**src/rtl/sgdma_pkg.sv**
```systemverilog
package sgdma_pkg;

   typedef enum logic [2:0] {
      ST_IDLE,
      ST_FETCH,
      ST_XFER,
      ST_RD,
      ST_WR,
      ST_END,
      ST_WB,
      ST_POST
   } seq_state_t;

   // register indices
   localparam int IDX_MODE  = 0;
   localparam int IDX_HADDR = 1;
   localparam int IDX_LADDR = 2;
   localparam int IDX_COUNT = 3;
   localparam int IDX_NEXT  = 4;
   localparam int IDX_CSR   = 5;

   // mode bits
   localparam int MB_CHAIN   = 9;
   localparam int MB_DONE_IE = 10;
   localparam int MB_HOLD    = 11;
   localparam int MB_CLR_CNT = 16;

   // link flag bits in the next pointer
   localparam int NF_HOST = 0;
   localparam int NF_EOC  = 1;
   localparam int NF_TCI  = 2;
   localparam int NF_L2H  = 3;

   // status byte bits
   localparam int CS_EN    = 0;
   localparam int CS_GO    = 1;
   localparam int CS_ABORT = 2;
   localparam int CS_ACK   = 3;
   localparam int CS_DONE  = 4;

endpackage

```
**src/rtl/sgdma_beat.sv**
```systemverilog
module sgdma_beat #(
   parameter int CNT_W  = 23,
   parameter int DATA_W = 32
) (
   input  logic [CNT_W-1:0]           cnt,
   output logic [DATA_W/8-1:0]        be,
   output logic [$clog2(DATA_W/8):0]  step,
   output logic                       zero
);
   localparam int BYTES = DATA_W / 8;
   localparam int SW    = $clog2(BYTES);

   logic full;
   assign full = (cnt >= CNT_W'(BYTES));
   assign zero = (cnt == '0);

   for (genvar i = 0; i < BYTES; i++) begin : g_lane
      assign be[i] = full || (cnt > CNT_W'(i));
   end

   assign step = full ? (SW+1)'(BYTES) : {1'b0, cnt[SW-1:0]};

endmodule

```
**src/rtl/sgdma_regs.sv**
```systemverilog
module sgdma_regs
   import sgdma_pkg::*;
#(
   parameter int ADDR_W = 32,
   parameter int CNT_W  = 23,
   parameter int DATA_W = 32
) (
   input  logic                      clk,
   input  logic                      rst_n,
   input  logic                      host_we,
   input  logic [2:0]                host_idx,
   input  logic [31:0]               host_wdata,
   input  logic                      busy,
   input  logic                      ld_en,
   input  logic [1:0]                ld_idx,
   input  logic [DATA_W-1:0]         ld_data,
   input  logic                      adv,
   input  logic [$clog2(DATA_W/8):0] step,
   output logic [31:0]               mode,
   output logic [ADDR_W-1:0]         haddr,
   output logic [ADDR_W-1:0]         laddr,
   output logic [CNT_W-1:0]          cnt,
   output logic [ADDR_W-1:0]         nptr
);
   localparam int BYTES = DATA_W / 8;

   always_ff @(posedge clk or negedge rst_n) begin
      if (!rst_n) begin
         mode  <= '0;
         haddr <= '0;
         laddr <= '0;
         cnt   <= '0;
         nptr  <= '0;
      end else begin
         if (host_we && !busy) begin
            case (int'(host_idx))
               IDX_MODE:  mode  <= host_wdata;
               IDX_HADDR: haddr <= host_wdata[ADDR_W-1:0];
               IDX_LADDR: laddr <= host_wdata[ADDR_W-1:0];
               IDX_COUNT: cnt   <= host_wdata[CNT_W-1:0];
               IDX_NEXT:  nptr  <= host_wdata[ADDR_W-1:0];
               default: ;
            endcase
         end
         if (ld_en) begin
            case (ld_idx)
               2'd0: haddr <= ld_data[ADDR_W-1:0];
               2'd1: laddr <= ld_data[ADDR_W-1:0];
               2'd2: cnt   <= ld_data[CNT_W-1:0];
               default: nptr <= ld_data[ADDR_W-1:0];
            endcase
         end
         if (adv) begin
            haddr <= haddr + ADDR_W'(BYTES);
            if (!mode[MB_HOLD]) laddr <= laddr + ADDR_W'(BYTES);
            cnt <= cnt - CNT_W'(step);
         end
      end
   end

   AST_MODE_LOCKED: assert property (@(posedge clk) disable iff (!rst_n)
      (busy && host_we && int'(host_idx) == IDX_MODE) |=> $stable(mode));

endmodule

```
**src/rtl/sgdma_ctrl.sv**
```systemverilog
module sgdma_ctrl
   import sgdma_pkg::*;
#(
   parameter int ADDR_W = 32,
   parameter int CNT_W  = 23,
   parameter int DATA_W = 32
) (
   input  logic                  clk,
   input  logic                  rst_n,
   input  logic                  csr_we,
   input  logic [7:0]            csr_wdata,
   input  logic [31:0]           mode,
   input  logic [ADDR_W-1:0]     haddr,
   input  logic [ADDR_W-1:0]     laddr,
   input  logic [ADDR_W-1:0]     nptr,
   input  logic                  cnt_zero,
   input  logic [DATA_W/8-1:0]   beat_be,
   output logic                  mem_req,
   output logic                  mem_we,
   output logic                  mem_host,
   output logic [ADDR_W-1:0]     mem_addr,
   output logic [DATA_W-1:0]     mem_wdata,
   output logic [DATA_W/8-1:0]   mem_be,
   input  logic                  mem_ack,
   input  logic [DATA_W-1:0]     mem_rdata,
   output logic                  ld_en,
   output logic [1:0]            ld_idx,
   output logic [DATA_W-1:0]     ld_data,
   output logic                  adv,
   output logic                  busy,
   output logic [7:0]            csr_rdata,
   output logic                  irq
);
   seq_state_t          state_q;
   logic [1:0]          widx_q;
   logic [ADDR_W-1:0]   dsc_addr_q;
   logic                dsc_host_q;
   logic [DATA_W-1:0]   data_q;
   logic                en_q, done_q, irq_q, abort_q;

   logic chain, dir_l2h, go_req, abort_req, stop_now;

   assign chain     = mode[MB_CHAIN];
   assign dir_l2h   = nptr[NF_L2H];
   assign busy      = (state_q != ST_IDLE);
   assign go_req    = csr_we && csr_wdata[CS_GO] && csr_wdata[CS_EN] && !busy;
   assign abort_req = csr_we && csr_wdata[CS_ABORT] && en_q && busy;
   assign stop_now  = abort_q || abort_req;

   assign ld_en     = (state_q == ST_FETCH) && mem_ack;
   assign ld_idx    = widx_q;
   assign ld_data   = mem_rdata;
   assign adv       = (state_q == ST_WR) && mem_ack;
   assign irq       = irq_q;
   assign csr_rdata = {3'b000, done_q, 3'b000, en_q};

   always_comb begin
      mem_req   = 1'b0;
      mem_we    = 1'b0;
      mem_host  = 1'b0;
      mem_addr  = '0;
      mem_wdata = '0;
      mem_be    = '0;
      case (state_q)
         ST_FETCH: begin
            mem_req  = 1'b1;
            mem_host = dsc_host_q;
            mem_addr = {dsc_addr_q[ADDR_W-1:4], widx_q, 2'b00};
            mem_be   = '1;
         end
         ST_RD: begin
            mem_req  = 1'b1;
            mem_host = !dir_l2h;
            mem_addr = dir_l2h ? laddr : haddr;
            mem_be   = beat_be;
         end
         ST_WR: begin
            mem_req   = 1'b1;
            mem_we    = 1'b1;
            mem_host  = dir_l2h;
            mem_addr  = dir_l2h ? haddr : laddr;
            mem_wdata = data_q;
            mem_be    = beat_be;
         end
         ST_WB: begin
            mem_req  = 1'b1;
            mem_we   = 1'b1;
            mem_host = dsc_host_q;
            mem_addr = {dsc_addr_q[ADDR_W-1:4], 4'b1000};
            mem_be   = '1;
         end
         default: ;
      endcase
   end

   always_ff @(posedge clk or negedge rst_n) begin
      if (!rst_n) begin
         state_q    <= ST_IDLE;
         widx_q     <= '0;
         dsc_addr_q <= '0;
         dsc_host_q <= 1'b0;
         data_q     <= '0;
         en_q       <= 1'b0;
         done_q     <= 1'b1;
         irq_q      <= 1'b0;
         abort_q    <= 1'b0;
      end else begin
         if (csr_we) en_q <= csr_wdata[CS_EN];
         if (csr_we && csr_wdata[CS_ACK]) irq_q <= 1'b0;
         if (abort_req) abort_q <= 1'b1;
         case (state_q)
            ST_IDLE: if (go_req) begin
               done_q  <= 1'b0;
               abort_q <= 1'b0;
               if (chain) begin
                  dsc_addr_q <= {nptr[ADDR_W-1:4], 4'b0000};
                  dsc_host_q <= nptr[NF_HOST];
                  widx_q     <= '0;
                  state_q    <= ST_FETCH;
               end else begin
                  state_q <= ST_XFER;
               end
            end
            ST_FETCH: if (mem_ack) begin
               if (stop_now) begin
                  state_q <= ST_IDLE;
                  done_q  <= 1'b1;
                  abort_q <= 1'b0;
               end else if (widx_q == 2'd3) begin
                  state_q <= ST_XFER;
               end else begin
                  widx_q <= widx_q + 2'd1;
               end
            end
            ST_XFER: begin
               if (stop_now) begin
                  state_q <= ST_IDLE;
                  done_q  <= 1'b1;
                  abort_q <= 1'b0;
               end else if (cnt_zero) begin
                  state_q <= ST_END;
               end else begin
                  state_q <= ST_RD;
               end
            end
            ST_RD: if (mem_ack) begin
               data_q  <= mem_rdata;
               state_q <= ST_WR;
            end
            ST_WR: if (mem_ack) state_q <= ST_XFER;
            ST_END: state_q <= (chain && mode[MB_CLR_CNT]) ? ST_WB : ST_POST;
            ST_WB: if (mem_ack) state_q <= ST_POST;
            ST_POST: begin
               if (chain && nptr[NF_TCI]) irq_q <= 1'b1;
               if (chain && !nptr[NF_EOC]) begin
                  dsc_addr_q <= {nptr[ADDR_W-1:4], 4'b0000};
                  dsc_host_q <= nptr[NF_HOST];
                  widx_q     <= '0;
                  state_q    <= ST_FETCH;
               end else begin
                  if (mode[MB_DONE_IE]) irq_q <= 1'b1;
                  done_q  <= 1'b1;
                  abort_q <= 1'b0;
                  state_q <= ST_IDLE;
               end
            end
            default: state_q <= ST_IDLE;
         endcase
      end
   end

   AST_REQ_HOLD: assert property (@(posedge clk) disable iff (!rst_n)
      (mem_req && !mem_ack) |=> (mem_req && $stable(mem_addr) && $stable(mem_we)));
   AST_BE_CONTIG: assert property (@(posedge clk) disable iff (!rst_n)
      mem_req |-> (mem_be != '0 && ((mem_be & (mem_be + 1'b1)) == '0)));
   AST_DONE_QUIET: assert property (@(posedge clk) disable iff (!rst_n)
      done_q |-> !mem_req);
   AST_GO_CLEARS_DONE: assert property (@(posedge clk) disable iff (!rst_n)
      go_req |=> !done_q);
   AST_GO_NEEDS_EN: assert property (@(posedge clk) disable iff (!rst_n)
      (csr_we && csr_wdata[CS_GO] && !csr_wdata[CS_EN] && !busy) |=> (done_q && !mem_req));
   AST_IRQ_STICKY: assert property (@(posedge clk) disable iff (!rst_n)
      (irq_q && !(csr_we && csr_wdata[CS_ACK])) |=> irq_q);

endmodule

```
**src/rtl/sgdma_chan.sv**
```systemverilog
module sgdma_chan
   import sgdma_pkg::*;
#(
   parameter int ADDR_W = 32,
   parameter int CNT_W  = 23,
   parameter int DATA_W = 32
) (
   input  logic                  clk,
   input  logic                  rst_n,
   input  logic                  reg_we,
   input  logic [2:0]            reg_idx,
   input  logic [31:0]           reg_wdata,
   output logic [31:0]           reg_rdata,
   output logic                  mem_req,
   output logic                  mem_we,
   output logic                  mem_host,
   output logic [ADDR_W-1:0]     mem_addr,
   output logic [DATA_W-1:0]     mem_wdata,
   output logic [DATA_W/8-1:0]   mem_be,
   input  logic                  mem_ack,
   input  logic [DATA_W-1:0]     mem_rdata,
   output logic                  irq
);
   localparam int BYTES = DATA_W / 8;
   localparam int SW    = $clog2(BYTES);

   if (DATA_W != 32) begin : g_chk_dw
      $error("descriptor words are 32 bits wide");
   end
   if (ADDR_W < 8 || ADDR_W > 32) begin : g_chk_aw
      $error("address width must lie in 8..32");
   end
   if (CNT_W < SW + 1 || CNT_W > 32) begin : g_chk_cw
      $error("count width out of range");
   end

   logic [31:0]        mode;
   logic [ADDR_W-1:0]  haddr, laddr, nptr;
   logic [CNT_W-1:0]   cnt;
   logic [BYTES-1:0]   beat_be;
   logic [SW:0]        step;
   logic               cnt_zero, busy, ld_en, adv;
   logic [1:0]         ld_idx;
   logic [DATA_W-1:0]  ld_data;
   logic [7:0]         csr_rdata;
   logic               host_we, csr_we;

   assign csr_we  = reg_we && (int'(reg_idx) == IDX_CSR);
   assign host_we = reg_we && (int'(reg_idx) < IDX_CSR);

   sgdma_beat #(.CNT_W(CNT_W), .DATA_W(DATA_W)) u_beat (
      .cnt (cnt), .be (beat_be), .step (step), .zero (cnt_zero)
   );

   sgdma_regs #(.ADDR_W(ADDR_W), .CNT_W(CNT_W), .DATA_W(DATA_W)) u_regs (
      .clk (clk), .rst_n (rst_n),
      .host_we (host_we), .host_idx (reg_idx), .host_wdata (reg_wdata),
      .busy (busy), .ld_en (ld_en), .ld_idx (ld_idx), .ld_data (ld_data),
      .adv (adv), .step (step),
      .mode (mode), .haddr (haddr), .laddr (laddr), .cnt (cnt), .nptr (nptr)
   );

   sgdma_ctrl #(.ADDR_W(ADDR_W), .CNT_W(CNT_W), .DATA_W(DATA_W)) u_ctrl (
      .clk (clk), .rst_n (rst_n),
      .csr_we (csr_we), .csr_wdata (reg_wdata[7:0]),
      .mode (mode), .haddr (haddr), .laddr (laddr), .nptr (nptr),
      .cnt_zero (cnt_zero), .beat_be (beat_be),
      .mem_req (mem_req), .mem_we (mem_we), .mem_host (mem_host),
      .mem_addr (mem_addr), .mem_wdata (mem_wdata), .mem_be (mem_be),
      .mem_ack (mem_ack), .mem_rdata (mem_rdata),
      .ld_en (ld_en), .ld_idx (ld_idx), .ld_data (ld_data), .adv (adv),
      .busy (busy), .csr_rdata (csr_rdata), .irq (irq)
   );

   always_comb begin
      case (int'(reg_idx))
         IDX_MODE:  reg_rdata = mode;
         IDX_HADDR: reg_rdata = 32'(haddr);
         IDX_LADDR: reg_rdata = 32'(laddr);
         IDX_COUNT: reg_rdata = 32'(cnt);
         IDX_NEXT:  reg_rdata = 32'(nptr);
         IDX_CSR:   reg_rdata = {24'h0, csr_rdata};
         default:   reg_rdata = '0;
      endcase
   end

endmodule

```
**config.mk**
```make
export PLATFORM = sky130hd
export DESIGN_NAME = sgdma_chan
export DESIGN_NICKNAME = d
export VERILOG_FILES = /design/src/rtl/sgdma_pkg.sv /design/src/rtl/sgdma_beat.sv /design/src/rtl/sgdma_regs.sv /design/src/rtl/sgdma_ctrl.sv /design/src/rtl/sgdma_chan.sv
export SDC_FILE = /design/constraint.sdc
export NUM_CORES = 1
export LEC_CHECK = 0
export BUFFER_PORTS_ARGS = -buffer_cell sky130_fd_sc_hd__buf_2
export CORE_UTILIZATION = 45
export CTS_CLUSTER_SIZE = 14
export DETAILED_ROUTE_END_ITERATION = 16
export PLACE_DENSITY = 0.7
export SYNTH_ARGS = -nofsm -noshare
export SYNTH_HDL_FRONTEND = slang
export SYNTH_HIERARCHICAL = 1
export SYNTH_SLANG_ARGS = --single-unit
```
**constraint.sdc**
```tcl
create_clock -name clk -period 3.6 [get_ports clk]
set_input_delay 0.9 -clock clk [delete_from_list [all_inputs] [get_ports clk]]
set_output_delay 0.9 -clock clk [all_outputs]
set_load 0.01 [all_outputs]
```
==> summary.md <==
| Metric | Value |
|---|---|
| Outcome | completed |
| Initial antenna violation count | 1 |
| Total negative slack | 0 ns |
| Multi-input logic area | roughly 9000 um2 |
| H-Tree Depth | 1 |
| Synth async-reset ratio | between 90% and 100% |
| PwrDens | between 800 and 900 nW/um2 |
| Global routing's busiest layer | met2 |
| CTS tree | yes |
| IO buf count | between 150 and 200 |
| Max-capacitance violation count | 0 |
| Layout net count | ~1800 |
| Worst Skew | 0.0304 ns |
| Setup slack, reg-to-reg | about 0.24 ns |
| DRT iter0 DRCs | between 1500 and 2000 |
| Antenna cells | 0 |
| Root Driver | clkbuf_16 |
| Maximum vdd drop | between 0.5 and 0.6 mV |
| Syn avg cell area | 9.64 um2 |
| First-pass GRT wire length | approximately 85000 um |
| RSZ-0062 raised after global routing | false |
| Largest area contributor in the synthesized netlist | dfrtp_1 |
| Synth top area cells | dfrtp_1 35%, mux2_2 11%, mux2i_1 5.0%, o21ai_0 4.2%, a221oi_1 4.0% |
| Synth warn | 6 |
| # rows | 67 |
| Fill count | 3150 |
| Final setup vio count | 0 |
| Top cells by count, synth | 220 x dfrtp_1, 147 x mux2_2, 132 x o21ai_0 |
| Clock transition at path regs | ~0.06 ns |
| Cells after DPL | ~2200 |
| Critical Path AT | about 2.6 ns |
| Clock sink count | around 220 |
| Post-synth top area share | between 30% and 40% |
| Endpoints failing hold | 0 |
| Adder-cell share of the synthesized area | 0.609% |
| Seq/Total Area, Yosys | 35.4% |
| Remaining global-route overflow | 0 |
| Number of global-route vias before repair | 13616 |
| WL final | between 50000 and 60000 um |
| Post-synth EDFFs | 0 |
| Final worst path period need | ~3.5 ns |
| Die Wd | between 150 and 200 um |
| Area growth, synth to finish | 13.1% |
| Final worst path period share | a little under 100% |
| Largest family of logic cells by synthesized area | multiplexers |
| Full die area | 35500 um2 |
| CP startpoint | reg_idx[2] |
| Dpl hpwl | slightly below 40000 um |
| Post-synthesis xor/xnor area fraction | about 4.3% |
| M1 GR Usage | a little over two fifths |
| Drt drc | 0 |
| Vias per cell | 6.48 |
| DR WL/cell | about 25 um |
| Mapped Cells | 1621 |
| Most used DFF post-synth | dfrtp_1 |
| Mux contribution to synthesized area | a little under a fifth |
| Max clock buf depth | 3 |
| Layout Cells excl Fill | 2204 |
| Worst EP required | roughly 2.7 ns |
| Total track usage | a little under a third |
| Lkg Pwr | just under 8 nW |
| Met2 global-route usage | 47.5% |
| Initial Util | between 40% and 50% |
| Slew margin rel. | 37.3% |
| Seq. cell area | about 5500 um2 |
| Post-synth cell types | just over 90 |
| Simple-Gate Fraction of Synth Area | between 15 and 20% |
| Area of the core | between 30000 and 40000 um2 |
| CP Class | in2out |
| Post-Syn Area | ~16000 um2 |
| Worst Tran Pin Value | between 0.9 and 1 ns |
| Slew Viols, Final | 0 |
| Critical Path Start Type | input pin |
| Compound-gate portion of the synthesized area | between 10% and 20% |
| Crit end category | output port |
| Routed Antenna Nets | 0 |
| Min-delay worst type | in2async |
| Worst skew pair latency | roughly 0.56 ns |
| Layout cell share with drive strength beyond 1 | 30.5% |
| Crit path max fanout | 14 |
| Die Span Y | roughly 190 um |
| Most numerous cell in the Yosys netlist | dfrtp_1 |
| FMAX | about 290 MHz |
| Hold_buf cts | 0 |
| Via count | 14281 |
| Total CTS buffers | 27 |
| Yosys reg bits | about 220 |
| Total iterations of the first detailed-routing run | 7 |
| Reg2reg start | u_regs/cnt[13] |
| GRT met3 Usage | 5.68% |
| Gp weighted congestion | slightly below 1 |
| Largest net degree at the start of global routing | between 80 and 90 |
| IO Pins | 175 |
## layout by cell type, fill, tap and decap left out, types with 35 or more instances in the layout
master | netlist | layout
buf_4 | 48 | 61
and2_1 | 35 | 35
a221oi_1 | 71 | 71
dfrtp_1 | 220 | 219
o22ai_1 | 60 | 60
nand2_1 | 122 | 122
xnor2_1 | 43 | 43
nand3_1 | 36 | 36
o21ai_0 | 132 | 129
mux2i_1 | 78 | 78
buf_2 | 29 | 173
mux2_2 | 147 | 147
nor2_1 | 113 | 111
a21oi_1 | 42 | 42
## path summary, 6_finish.rpt
path | end | depth (start not counted)
setup / recovery | reg_rdata[9] | 6
hold / removal | u_regs/mode[30] | 1
setup reg to reg | u_regs/cnt[12] | 11
hold reg to reg | u_ctrl/data_q[12] | 1
max in group asynchronous | u_regs/haddr[15] | 2
min in group clk | u_ctrl/data_q[12] | 1
## worst max-delay path, cell delays in order
cell and delay (ns):
buf_2 0.38, nor2b_1 0.61, buf_4 0.23, a22oi_1 0.08, o22ai_1 0.20, buf_2 0.17
## sequential cells by signal (all words and copies together), names as in the netlist, 2 cells and up
register	flops
u_regs/nptr	32
u_regs/cnt	23
u_ctrl/data_q	32
u_ctrl/ld_idx	2
u_regs/laddr	32
u_regs/mode	32
u_regs/haddr	32
u_ctrl/dsc_addr_q	28
u_ctrl/state_q	3
## power by group
| part | internal [mW] | switching [mW] |
|---|---|---|
| Combinational | 3.10 | 3.54 |
| Clock | 1.78 | 1.20 |
| Sequential | 3.65 | 1.58 |
## timing repair
action                                  CTS  global route
buffers inserted                          0             0
hold endpoints to repair                  0             0
endpoints found under the setup margin    3             6
gates resized for setup                   2             6
## stage by stage
stage	setup slack [ns]	util (%)	power [mW]	hold WS (ns)	area (um2)
CTS	0.0180	52.2	14.7	0.418	17700
detailed placement	0.287	49.3	11.7	0.482	16700
floorplan	0.497	-	9.31	0.456	15600
global route	0.0457	52.2	15.6	0.444	17700
global placement	0.312	49.3	11.5	0.467	16700
finish	0.117	52.2	14.8	0.387	17700
## area by class of cell
class                      count  area share, %
clock buffer                  30           4.00
clock inverter                20           1.39
inverter                      22          0.467
tap                          448           3.17
sequential                   221           31.3
timing repair buffer         245           8.66
multi-input combinational   1218           51.0
## layer usage
metal  wire, um  vias to the layer above
met5          0                        -
met4       2350                        0
met3       5360                      158
met2      24600                      846
met1      23100                     7067
li1           -                     6210
## cells by family after synthesis
logic type,after synthesis
AND/OR/NAND/NOR,455
multiplexers,254
flip-flops,221
buffers and inverters,187
other,1
XOR/XNOR,76
AO/OA/AOI/OAI,420
adder cells (fa/ha/maj),7
Power figures use the tool's default switching activity.
